File: src/rtl/cfar_gc.sv
module cfar_gc #(
  parameter int PW    = 16,
  parameter int AW    = 12,
  parameter int FRAC  = 8,
  parameter int HALF  = 8,
  parameter int GUARD = 1,
  parameter int CHW   = 3,
  parameter int NCELL = 512
) (
  input  logic                                   clk,
  input  logic                                   rst_n,
  input  logic                                   in_valid,
  input  logic                                   in_first,
  input  logic [CHW-1:0]                         in_chan,
  input  logic [PW-1:0]                          in_power,
  input  logic [AW-1:0]                          alpha,
  output logic                                   out_valid,
  output logic                                   out_detect,
  output logic                                   out_edge,
  output logic [PW-1:0]                          out_power,
  output logic [PW+$clog2(2*(HALF-GUARD)+1)-1:0] out_refsum
);
  localparam int NREF  = 2 * (HALF - GUARD);
  localparam int DEPTH = 2 * HALF + 1;
  localparam int SW    = PW + $clog2(NREF + 1);
  localparam int IW    = $clog2(NCELL + 1);
  localparam int CW    = SW + AW + FRAC;
  localparam logic [IW-1:0] IMAX = '1;

  logic [PW-1:0]  tap [DEPTH];
  logic [SW-1:0]  rsum;
  logic [IW-1:0]  idx, nidx;
  logic [CHW-1:0] chan;
  logic           v0, e0;
  logic [CW-1:0]  lhs, rhs;

  assign nidx = in_first ? '0 : (idx == IMAX ? idx : idx + 1'b1);
  assign lhs  = (CW'(tap[HALF]) * CW'(NREF)) << FRAC;
  assign rhs  = CW'(alpha) * CW'(rsum);

  always_ff @(posedge clk) begin
    if (!rst_n) begin
      v0   <= 1'b0;
      e0   <= 1'b0;
      idx  <= '0;
      chan <= '0;
      rsum <= '0;
      for (int i = 0; i < DEPTH; i++) tap[i] <= '0;
    end else begin
      v0 <= in_valid && (nidx >= IW'(HALF));
      e0 <= nidx < IW'(2 * HALF);
      if (in_valid) begin
        idx    <= nidx;
        tap[0] <= in_power;
        for (int i = 1; i < DEPTH; i++) tap[i] <= in_first ? '0 : tap[i-1];
        if (in_first) begin
          chan <= in_chan;
          rsum <= SW'(in_power);
        end else begin
          rsum <= rsum + SW'(in_power) - SW'(tap[HALF-GUARD-1])
                + SW'(tap[HALF+GUARD]) - SW'(tap[2*HALF]);
        end
      end
    end
  end

  always_ff @(posedge clk) begin
    if (!rst_n) begin
      out_valid  <= 1'b0;
      out_detect <= 1'b0;
      out_edge   <= 1'b0;
      out_power  <= '0;
      out_refsum <= '0;
    end else begin
      out_valid  <= v0;
      out_edge   <= v0 && e0;
      out_detect <= v0 && !e0 && (chan != '0) && (lhs > rhs);
      if (v0) begin
        out_power  <= tap[HALF];
        out_refsum <= rsum;
      end
    end
  end
endmodule

File: config.mk
export PLATFORM = sky130hd
export DESIGN_NAME = cfar_gc
export DESIGN_NICKNAME = d
export VERILOG_FILES = /design/src/rtl/cfar_gc.sv
export SDC_FILE = /design/constraint.sdc
export NUM_CORES = 1
export LEC_CHECK = 0
export BUFFER_PORTS_ARGS = -buffer_cell sky130_fd_sc_hd__buf_2
export CORE_ASPECT_RATIO = 0.75
export CORE_MARGIN = 3
export CORE_UTILIZATION = 35
export DETAILED_ROUTE_END_ITERATION = 16
export PLACE_DENSITY = 0.58
export SLEW_MARGIN = 20
export SYNTH_ARGS = -nofsm -noshare
export SYNTH_HDL_FRONTEND = slang
export SYNTH_SLANG_ARGS = --single-unit
File: constraint.sdc
create_clock -name clk -period 12.2 [get_ports clk]
set_input_delay 1.22 -clock clk [delete_from_list [all_inputs] [get_ports clk]]
set_output_delay 1.22 -clock clk [all_outputs]
set_load 0.1 [all_outputs]
==> flow_summary.ini, run 1 <==
[die]
rows = 81
die_area_mm2 = 0.0709
start_util_pct = 35.9
die_y_um = 231
ios = 74
fp.dieW_um = 307
core_mm2 = 0.0661

[drt]
vias_per_cell = 4.94
num_vias = 15136
dr.pass1.iters = 5
wl_um = 55000
wl_per_cell_um = 18.0
drc = 0
first_iter_violations = 1133
antenna_left = 0

[critical_path]
cp.required_ns = 12.69
critical_path_class = flop to flop
endpoint = out_detect
reg2reg_to = out_detect
r2r_slack_ns = 4.01
crit_path_end_kind = flop
critical_path_arrival_ns = 8.68
worstSetupStartpoint = rsum[6]
path_max_fanout = 15
r2r-start = rsum[6]
crit_path_start_kind = flop
critPathMostFrequentCell = fa_1
cpPeakStageDelay_ns = 1.02
slowest_stage = dfxtp_1
reg2reg_depth = 25

[pwr]
power.internal_mw = 3.65
switching_share_pct = 45.1
power_frac_comb_pct = 63.5
pwr-share-seq_pct = 21.8
vdd_drop_max_v = 0.000263
netSwitchingPower_mw = 3.00
pwr-share-clk_pct = 14.7
powerDensity_mw_per_mm2 = 256
leakage_nw = 11.3

[cts]
clockBufferDepth = 3
cts_buffers = 31
htree_levels = 1
clockRootBuffer = clkbuf_16
cts_sinks = 346
tritoncts = done
cts_setup_buffers = 0
clock_latency_ns = 0.58
path_clk_slew_ns = 0.07
postCtsHoldBufs = 0
post_cts_resize_count = 0

[synthesis]
yosysMostFrequentCell = and2_1
ys_seq_elements = 346
synth_cells = 2138
synth_nets = 2548
syn_area_per_cell_um2 = 11.1
synth_seq_area_share_pct = 40.7
synthTopCellsByCount = 310 x and2_1, 275 x inv_1, 272 x edfxtp_1
synth_edf_count = 272
ys_warn_count = 0
yosysTopAreaCellShare_pct = 34.4
synth_flop_cell = edfxtp_1
synthesis.area_mm2 = 0.0237
synth_top_area_cell = edfxtp_1
synth.distinct_cells = 66
async_flop_share_pct = 0
synthTopCellsByArea = edfxtp_1 34%, fa_1 21%, and2_1 8.2%

[sta]
max_slew.worst_pin.slew_ns = 1.04
fmax_mhz = 122
finalSetupViolations = 0
finalMaxSlewViolations = 0
fin_setup_tns_ns = 0
finalCriticalPeriod_ns = 8.19
fin_skew_ns = 0.0178
slew-limit-headroom_pct = 28.8
timing.final.crit_share_pct = 67.1
hold_viol_final = 0
rsz0062_at_grt = no

[cells_and_area]
antenna_cells = 0
areaGrowthSynthToFinish_pct = 9.53
drive_above_1_share_pct = 7.03
utilization_pct = 39.3
nNetsFinal = 2578

[grt]
grt_overflow = 0
grt_max_degree = 133
grt_pass1_vias = 15624
grt_first_pass_wirelength_um = 88200
grtUsageTotal_pct = 15.8
grt_antenna_before_repair = 5

[placement]
port_buffers = 73
gp_congestion = 0.837
dp_hpwl_um = 39700

[min_path]
min_path_type = flop to flop

[status]
status = finished clean

[run]
timing.max_cap.violations = 0
[flip-flops by register name, indices dropped and copies added (netlist names)]
signal,cells
rsum,20
chan,3
idx,10
tap,272
out_refsum,20
out_detect,1
e0,1
out_edge,1
v0,1
out_power,16
out_valid,1
[cells in the final DEF (no fill, tap or decap), types with 4 or more instances in the layout]
master | Yosys | final
nor3_1 | 15 | 15
a21o_1 | 23 | 23
inv_1 | 275 | 275
nor2b_1 | 6 | 6
and2_1 | 310 | 310
fa_1 | 244 | 244
nand3b_1 | 4 | 4
nand2b_1 | 5 | 5
buf_4 | 0 | 20
nor2_1 | 104 | 103
clkbuf_1 | 88 | 10
nand3_1 | 14 | 14
o31ai_1 | 5 | 5
o31a_1 | 6 | 6
dfxtp_1 | 74 | 73
o211ai_1 | 9 | 9
o21a_1 | 10 | 10
edfxtp_1 | 272 | 272
clkinv_1 | 1 | 5
nor4_1 | 4 | 4
mux2i_1 | 46 | 46
buf_2 | 0 | 73
and3_1 | 23 | 23
o21bai_1 | 7 | 7
ha_1 | 131 | 131
clkbuf_16 | 0 | 31
o22ai_1 | 4 | 4
a21oi_1 | 54 | 54
xor2_1 | 24 | 24
a211oi_1 | 10 | 10
o21ai_0 | 51 | 51
nand4_1 | 11 | 11
xnor2_1 | 28 | 28
nand2_1 | 215 | 215
[how the worst min path moves through the flow]
stage	slack (ns)	depth (start not counted)	startpoint	to
final	0.46	2	chan[0]	chan[0]
after floorplan	0.44	2	chan[2]	chan[2]
after detailed placement	0.45	2	chan[0]	chan[0]
after global placement	0.45	2	chan[2]	chan[2]
after global routing	0.49	2	chan[0]	chan[0]
after CTS	0.46	2	chan[0]	chan[0]
[routing by layer]
layer,global-route usage (%),vias to the layer above,wire length [um]
met1,23.5,7691,26300
met3,3.54,59,3940
met5,0,-,0
met2,23.9,357,23800
met4,2.64,0,980
li1,-,7029,-
[power by group through the flow]
| stage | clock, mW | combinational (mW) | sequential [mW] |
|---|---|---|---|
| after floorplan | 0 | 3.30 | 1.42 |
| after global placement | 0 | 4.16 | 1.48 |
| after detailed placement | 0 | 4.22 | 1.48 |
| after CTS | 1.00 | 4.26 | 1.45 |
| after global routing | 1.05 | 4.92 | 1.46 |
| final | 0.975 | 4.22 | 1.45 |
[worst max-delay path, delay by kind of cell, from the launching register on]
kind            cells  cell delay (ns)
fa+ha+maj           7             3.27
compound gates     10             2.43
simple gates        4             1.11
flops               1             1.02
xor+xnor            1             0.10
buf+inv             3             0.15
[cell families (layout without fill, tap and decap cells)]
kind of cell / count (synthesis) / in the layout / synth area share, %
adder cells (fa/ha/maj): 375 / 375 / 27.5
multiplexers: 47 / 47 / 1.99
XOR/XNOR: 52 / 52 / 1.92
buffers and inverters: 373 / 425 / 5.90
flip-flops: 346 / 346 / 40.7
AND/OR/NAND/NOR: 727 / 727 / 15.8
AO/OA/AOI/OAI: 218 / 218 / 6.21
[through the flow]
step	total power [mW]	cells	hold WS, ns	cell area (um^2)	setup slack [ns]
floorplan	4.71	2138	0.436	23700	2.95
global placement	5.64	3005	0.446	25000	3.71
detailed placement	5.70	3005	0.451	25000	3.51
CTS	6.71	3060	0.461	25900	3.98
global route	7.43	3061	0.492	26000	3.57
finish	6.65	3061	0.461	26000	4.01
[area by class of cell]
class / count / area [um^2]
Clock inverter: 12 / 135
Fill cell: 6453 / 40100
Sequential cell: 346 / 9650
Timing Repair Buffer: 94 / 543
Tap cell: 871 / 1090
Clock buffer: 43 / 841
Inverter: 276 / 1040
Multi-Input combinational cell: 1419 / 12700
No activity file was read; power rests on OpenSTA's default activity.
==> inputs of run 2 (changes only) <==
--- a/config.mk
+++ b/config.mk
@@ -5,6 +5,7 @@
 export SDC_FILE = /design/constraint.sdc
 export NUM_CORES = 1
 export LEC_CHECK = 0
+export ABC_AREA = 1
 export BUFFER_PORTS_ARGS = -buffer_cell sky130_fd_sc_hd__buf_2
 export CORE_ASPECT_RATIO = 0.75
 export CORE_MARGIN = 3
==> constraint.sdc (replaced) <==
create_clock -name clk -period 7.7 [get_ports clk]
set_input_delay 0.77 -clock clk [delete_from_list [all_inputs] [get_ports clk]]
set_output_delay 0.77 -clock clk [all_outputs]
set_load 0.1 [all_outputs]
==> run 2 against run 1 <==
  * Non-clock buffer count is 1 higher
  * Synthesized cell count is 26% higher
  * Register-to-register slack worse by 2.9 ns
  * Final cell count is 21% higher
  * Worst setup slack worse by 2.9 ns
  * Critical path depth is 2 higher
==> flow_summary.ini, run 2 <==
[synthesis]
synth_cells = 2700
syn_area_per_cell_um2 = 9.04
synth_compound_area_share_pct = 5.32
synthTopCellsByCount = 692 x inv_1, 462 x nand2_1, 357 x nor2_1
synthesis.area_mm2 = 0.0244
async_flop_share_pct = 0
synth_edf_count = 272
synth_seq_area_share_pct = 39.5
synthSimpleGateAreaFrac_pct = 14.5
ys_warn_count = 0
synth_top_family_by_area = adder cells
synth_flop_cell = edfxtp_1
yosysMostFrequentCell = inv_1
synth.area.mux_share_pct = 0
synth.distinct_cells = 38
synth-adder-area-share_pct = 26.7
synthTopCellsByArea = edfxtp_1 33%, fa_1 20%, inv_1 11%
synth_top_area_cell = edfxtp_1
ys_seq_elements = 346
yosysTopAreaCellShare_pct = 33.5
synth_xor_area_share_pct = 1.76
synth_nets = 3110

[grt]
grt_antenna_before_repair = 2
grt_overflow = 0
grt_pass1_vias = 16798
grtUsageTotal_pct = 16.5
grt_max_degree = 160
grt_first_pass_wirelength_um = 94700

[die]
rows = 83
die_y_um = 235
core_mm2 = 0.0687
fp.dieW_um = 311
die_area_mm2 = 0.0730
start_util_pct = 35.5
ios = 74

[placement]
gp_congestion = 0.909
port_buffers = 73
pre_cts_ws_ns = 0.905
dp_hpwl_um = 45200

[sta]
finalSetupViolations = 0
timing.final.crit_share_pct = 85.9
layout_setup_ws_ns = 1.08
max_slew.worst_pin.slew_ns = 1.05
finalMaxSlewViolations = 0
slew-limit-headroom_pct = 30.2
fmax_mhz = 151
fin_setup_tns_ns = 0
rsz0062_at_grt = no
finalCriticalPeriod_ns = 6.62
hold_viol_final = 0
fin_skew_ns = 0.0266

[cells_and_area]
areaGrowthSynthToFinish_pct = 10.7
layout_commonest_cell = inv_1
largest_reg_flops = 272
drive_above_1_share_pct = 5.88
largest-register = tap
final_cell_mix = 691 x inv_1, 462 x nand2_1, 356 x nor2_1
nNetsFinal = 3153
reg.largest.list = tap: 272 flops, out_refsum: 20 flops, rsum: 20 flops

[critical_path]
crit_path_end_kind = flop
endpoint = out_detect
crit_path_start_kind = flop
slowest_stage = dfxtp_1
cpPeakStageDelay_ns = 0.92
worstSetupStartpoint = rsum[11]
r2r_slack_ns = 1.08
r2r-start = rsum[11]
reg2reg_to = out_detect
cp.required_ns = 8.21
critical_path_arrival_ns = 7.13
critical_path_class = flop to flop
critPathMostFrequentCell = nand2_1
path_max_fanout = 13
reg2reg_depth = 27

[cts]
cts_buffers = 38
path_clk_slew_ns = 0.06
htree_levels = 2
clock_latency_ns = 0.58
clockBufferDepth = 3
postCtsHoldBufs = 0
tritoncts = done
cts_setup_buffers = 0
post_cts_resize_count = 0
cts_sinks = 346
clockRootBuffer = clkbuf_16

[drt]
antenna_left = 0
wl_per_cell_um = 16.1
first_iter_violations = 1362
dr.pass1.iters = 6
wl_um = 59600
vias_per_cell = 4.56
num_vias = 16926
drc = 0

[run]
timing.max_cap.violations = 0

[status]
status = finished clean

[min_path]
min_path_type = input pin to flop
-- run 2: changes by cell type after synthesis, sizes merged, moves of 14 or more --
cell	delta
nor2	+256
o22ai	+14
and2	-310
inv	+419
o21ai	+39
a21o	-20
a21oi	+54
nand2	+250
nand3	+35
mux2i	-46
and3	-24
-- run 2: final cells by class --
class	instances	area, um^2
diodes	1	2.50
multi-input cells	1568	11800
clock inverters	17	184
well taps	935	1170
repair buffers	95	543
inverters	694	2620
fillers	6975	41700
flip-flops and latches	346	9650
clock buffers	52	1050
-- run 2: metrics by stage --
stage | instance area [um^2] | std cells | hold slack (ns) | util [%]
after CTS | 27000 | 3707 | 0.457 | 39.3
after global routing | 27000 | 3707 | 0.483 | 39.3
after global placement | 25800 | 3638 | 0.464 | 37.5
after detailed placement | 25800 | 3638 | 0.478 | 37.5
final | 27000 | 3708 | 0.479 | 39.3
after floorplan | 24400 | 2700 | 0.410 | -
-- run 2: worst min path at each step --
stage	from	depth (start not counted)	end	slack [ns]
global route	in_chan[0]	3	chan[0]	0.48
floorplan	e0	2	out_edge	0.41
global placement	chan[1]	2	chan[1]	0.46
CTS	in_chan[0]	3	chan[0]	0.46
finish	in_chan[0]	3	chan[0]	0.48
detailed placement	chan[2]	2	chan[2]	0.48
-- run 2: logic make-up (layout without fill, tap and decap cells) --
logic type / Yosys count / in the layout
fa+ha+maj: 375 / 375
compound gates: 243 / 243
other cells: 0 / 1
flops: 346 / 346
xor+xnor: 49 / 49
buf+inv: 786 / 858
simple gates: 901 / 901
-- run 2: metal layers --
| layer | up-vias | routed length, um | track usage [%] |
|---|---|---|---|
| met2 | 480 | 25200 | 24.4 |
| met5 | - | 9 | 0 |
| met1 | 8133 | 29200 | 24.7 |
| li1 | 8253 | - | - |
| met4 | 2 | 890 | 3.67 |
| met3 | 58 | 4330 | 3.46 |
-- run 2: critical path: cells and delay by family, from the launching register on --
family                     cells  cell delay [ns]
adders and majority gates      7             3.37
xor gates and xnor gates       1             0.18
AOI/OAI and AO/OA              1             0.18
and+or+nand+nor               14             1.69
DFF                            1             0.92
buffers and inverters          4             0.22
Power of run 2 is left out: the tool's default activity adds up to more than one toggle a clock period on the data nets, which glitch-free logic cannot reach.
==> inputs of run 3 (changes only) <==
--- a/config.mk
+++ b/config.mk
@@ -7,12 +7,12 @@
 export LEC_CHECK = 0
 export ABC_AREA = 1
 export BUFFER_PORTS_ARGS = -buffer_cell sky130_fd_sc_hd__buf_2
-export CORE_ASPECT_RATIO = 0.75
+export CORE_ASPECT_RATIO = 1.75
 export CORE_MARGIN = 3
 export CORE_UTILIZATION = 35
 export DETAILED_ROUTE_END_ITERATION = 16
 export PLACE_DENSITY = 0.58
-export SLEW_MARGIN = 20
+export SLEW_MARGIN = 25
 export SYNTH_ARGS = -nofsm -noshare
 export SYNTH_HDL_FRONTEND = slang
 export SYNTH_SLANG_ARGS = --single-unit
==> run 3 against run 2 <==
  * Clock skew increased by 0.0035 ns
  * Die area increased by 0.12%
  * Worst setup slack got worse by 0.21 ns
  * Sequential share of layout area increased by 0.16 points
  * Highest routed layer is now met4
==> flow_summary.ini, run 3 (synthesis gave the netlist of run 2 again) <==
[critical_path]
critical_path_class = flop to flop
cpPeakStageDelay_ns = 0.90
crit_path_end_kind = flop
crit_path_start_kind = flop
reg2reg_to = out_detect
path_max_fanout = 14
reg2reg_depth = 27
cp.required_ns = 8.16
critical_path_buf_inv_count = 3
r2r_slack_ns = 0.88
critical_path_arrival_ns = 7.29
slowest_stage = dfxtp_1
r2r-start = rsum[4]
cp_top_family = adder cells
critPathMostFrequentCell = nor2_1

[drt]
dr.pass1.iters = 5
wl_um = 63500
wl_per_cell_um = 17.3
antenna_left = 0
wl_met1_um = 24300
vias_per_cell = 4.67
dr_wl_met3_um = 2140
drc = 0
highest_layer = met4
first_iter_violations = 886
met2_wirelength_um = 34600
num_vias = 17162

[grt]
grt_max_degree = 174
grtUsageTotal_pct = 17.8
grt_pass1_vias = 18278
grt_antenna_before_repair = 0
grt_first_pass_wirelength_um = 101000
grt_overflow = 0

[cells_and_area]
nNetsFinal = 3153
regArea_mm2 = 0.00965
multi_input_area_mm2 = 0.0118
largest_reg_flops = 272
antenna_cells = 0
drive_above_1_share_pct = 5.92
reg.largest.list = tap: 272 flops, out_refsum: 20 flops, rsum: 20 flops
fillers = 6963
final_cell_mix = 691 x inv_1, 462 x nand2_1, 356 x nor2_1
areaGrowthSynthToFinish_pct = 10.2
largest-register = tap
layout_commonest_cell = inv_1

[cts]
clockBufferDepth = 3
htree_levels = 2
cts_sinks = 346
path_clk_slew_ns = 0.07
postCtsHoldBufs = 0
clock_latency_ns = 0.57
cts_setup_buffers = 0
clockRootBuffer = clkbuf_16
cts_buffers = 36
post_cts_resize_count = 0
tritoncts = done

[die]
core_mm2 = 0.0688
fp.dieW_um = 206
rows = 127
die_area_mm2 = 0.0731
ios = 74
start_util_pct = 35.5
die_y_um = 355

[sta]
finalSetupViolations = 0
timing.final.crit_share_pct = 88.6
finalCriticalPeriod_ns = 6.82
hold_viol_final = 0
fmax_mhz = 147
holdWs_ns = 0.455
fin_setup_tns_ns = 0
slew-limit-headroom_pct = 25.3
fin_skew_ns = 0.0301
finalMaxSlewViolations = 0
max_slew.worst_pin.slew_ns = 1.11
rsz0062_at_grt = no
layout_setup_ws_ns = 0.878

[placement]
gp_congestion = 0.963
dp_hpwl_um = 49600
port_buffers = 73
pre_cts_ws_ns = 0.707

[run]
timing.max_cap.violations = 0

[status]
status = finished clean

[min_path]
hold_path_startpoint = in_chan[0]
min_path_cells = 3
hold_end = chan[0]
min_path_type = input pin to flop
==> run 3: changes by cell type in the layout (fill, tap and decap cells not counted), sizes merged <==
| cell | change |
|---|---|
| diode | -1 |
| clkbuf | -4 |
| bufinv | -1 |
| buf | +2 |
| clkinvlp | -2 |
| inv | -1 |
| clkinv | +5 |
==> run 3: metal layers <==
metal | vias to the layer above | global-route usage, %
met1 | 8462 | 20.3
li1 | 8229 | -
met4 | 0 | 6.69
met3 | 148 | 2.06
met2 | 323 | 33.6
met5 | - | 0
==> run 3: area by class of cell <==
class                      instances  share of cell area, %
clock buffer                      48                   3.59
clock inverter                    18                  0.707
inverter                         694                   9.74
multi-input combinational       1568                   43.9
sequential                       346                   35.9
tap                              903                   4.20
timing repair buffer              97                   2.04
==> run 3: how the worst max path moves through the flow <==
stage | start | end | cells after the start
after CTS | rsum[4] | out_detect | 27
final | rsum[4] | out_detect | 27
after detailed placement | alpha[8] | out_detect | 29
after floorplan | alpha[11] | out_detect | 30
after global routing | rsum[10] | out_detect | 29
after global placement | alpha[8] | out_detect | 28
==> run 3: worst min-delay path, cell delays in order <==
cell and delay [ns]:
buf_2 0.08, o21ai_0 0.07, nor2_1 0.07
==> run 3: through the flow <==
stage	cell area, um^2	util [%]	instances
6_report	26900	39.1	3674
2_1_floorplan	24400	-	2700
5_1_grt	26900	39.1	3674
3_5_place_dp	25800	37.4	3608
3_3_place_gp	25800	37.4	3608
4_1_cts	26900	39.1	3674
Power of run 3 is left out for the same reason.
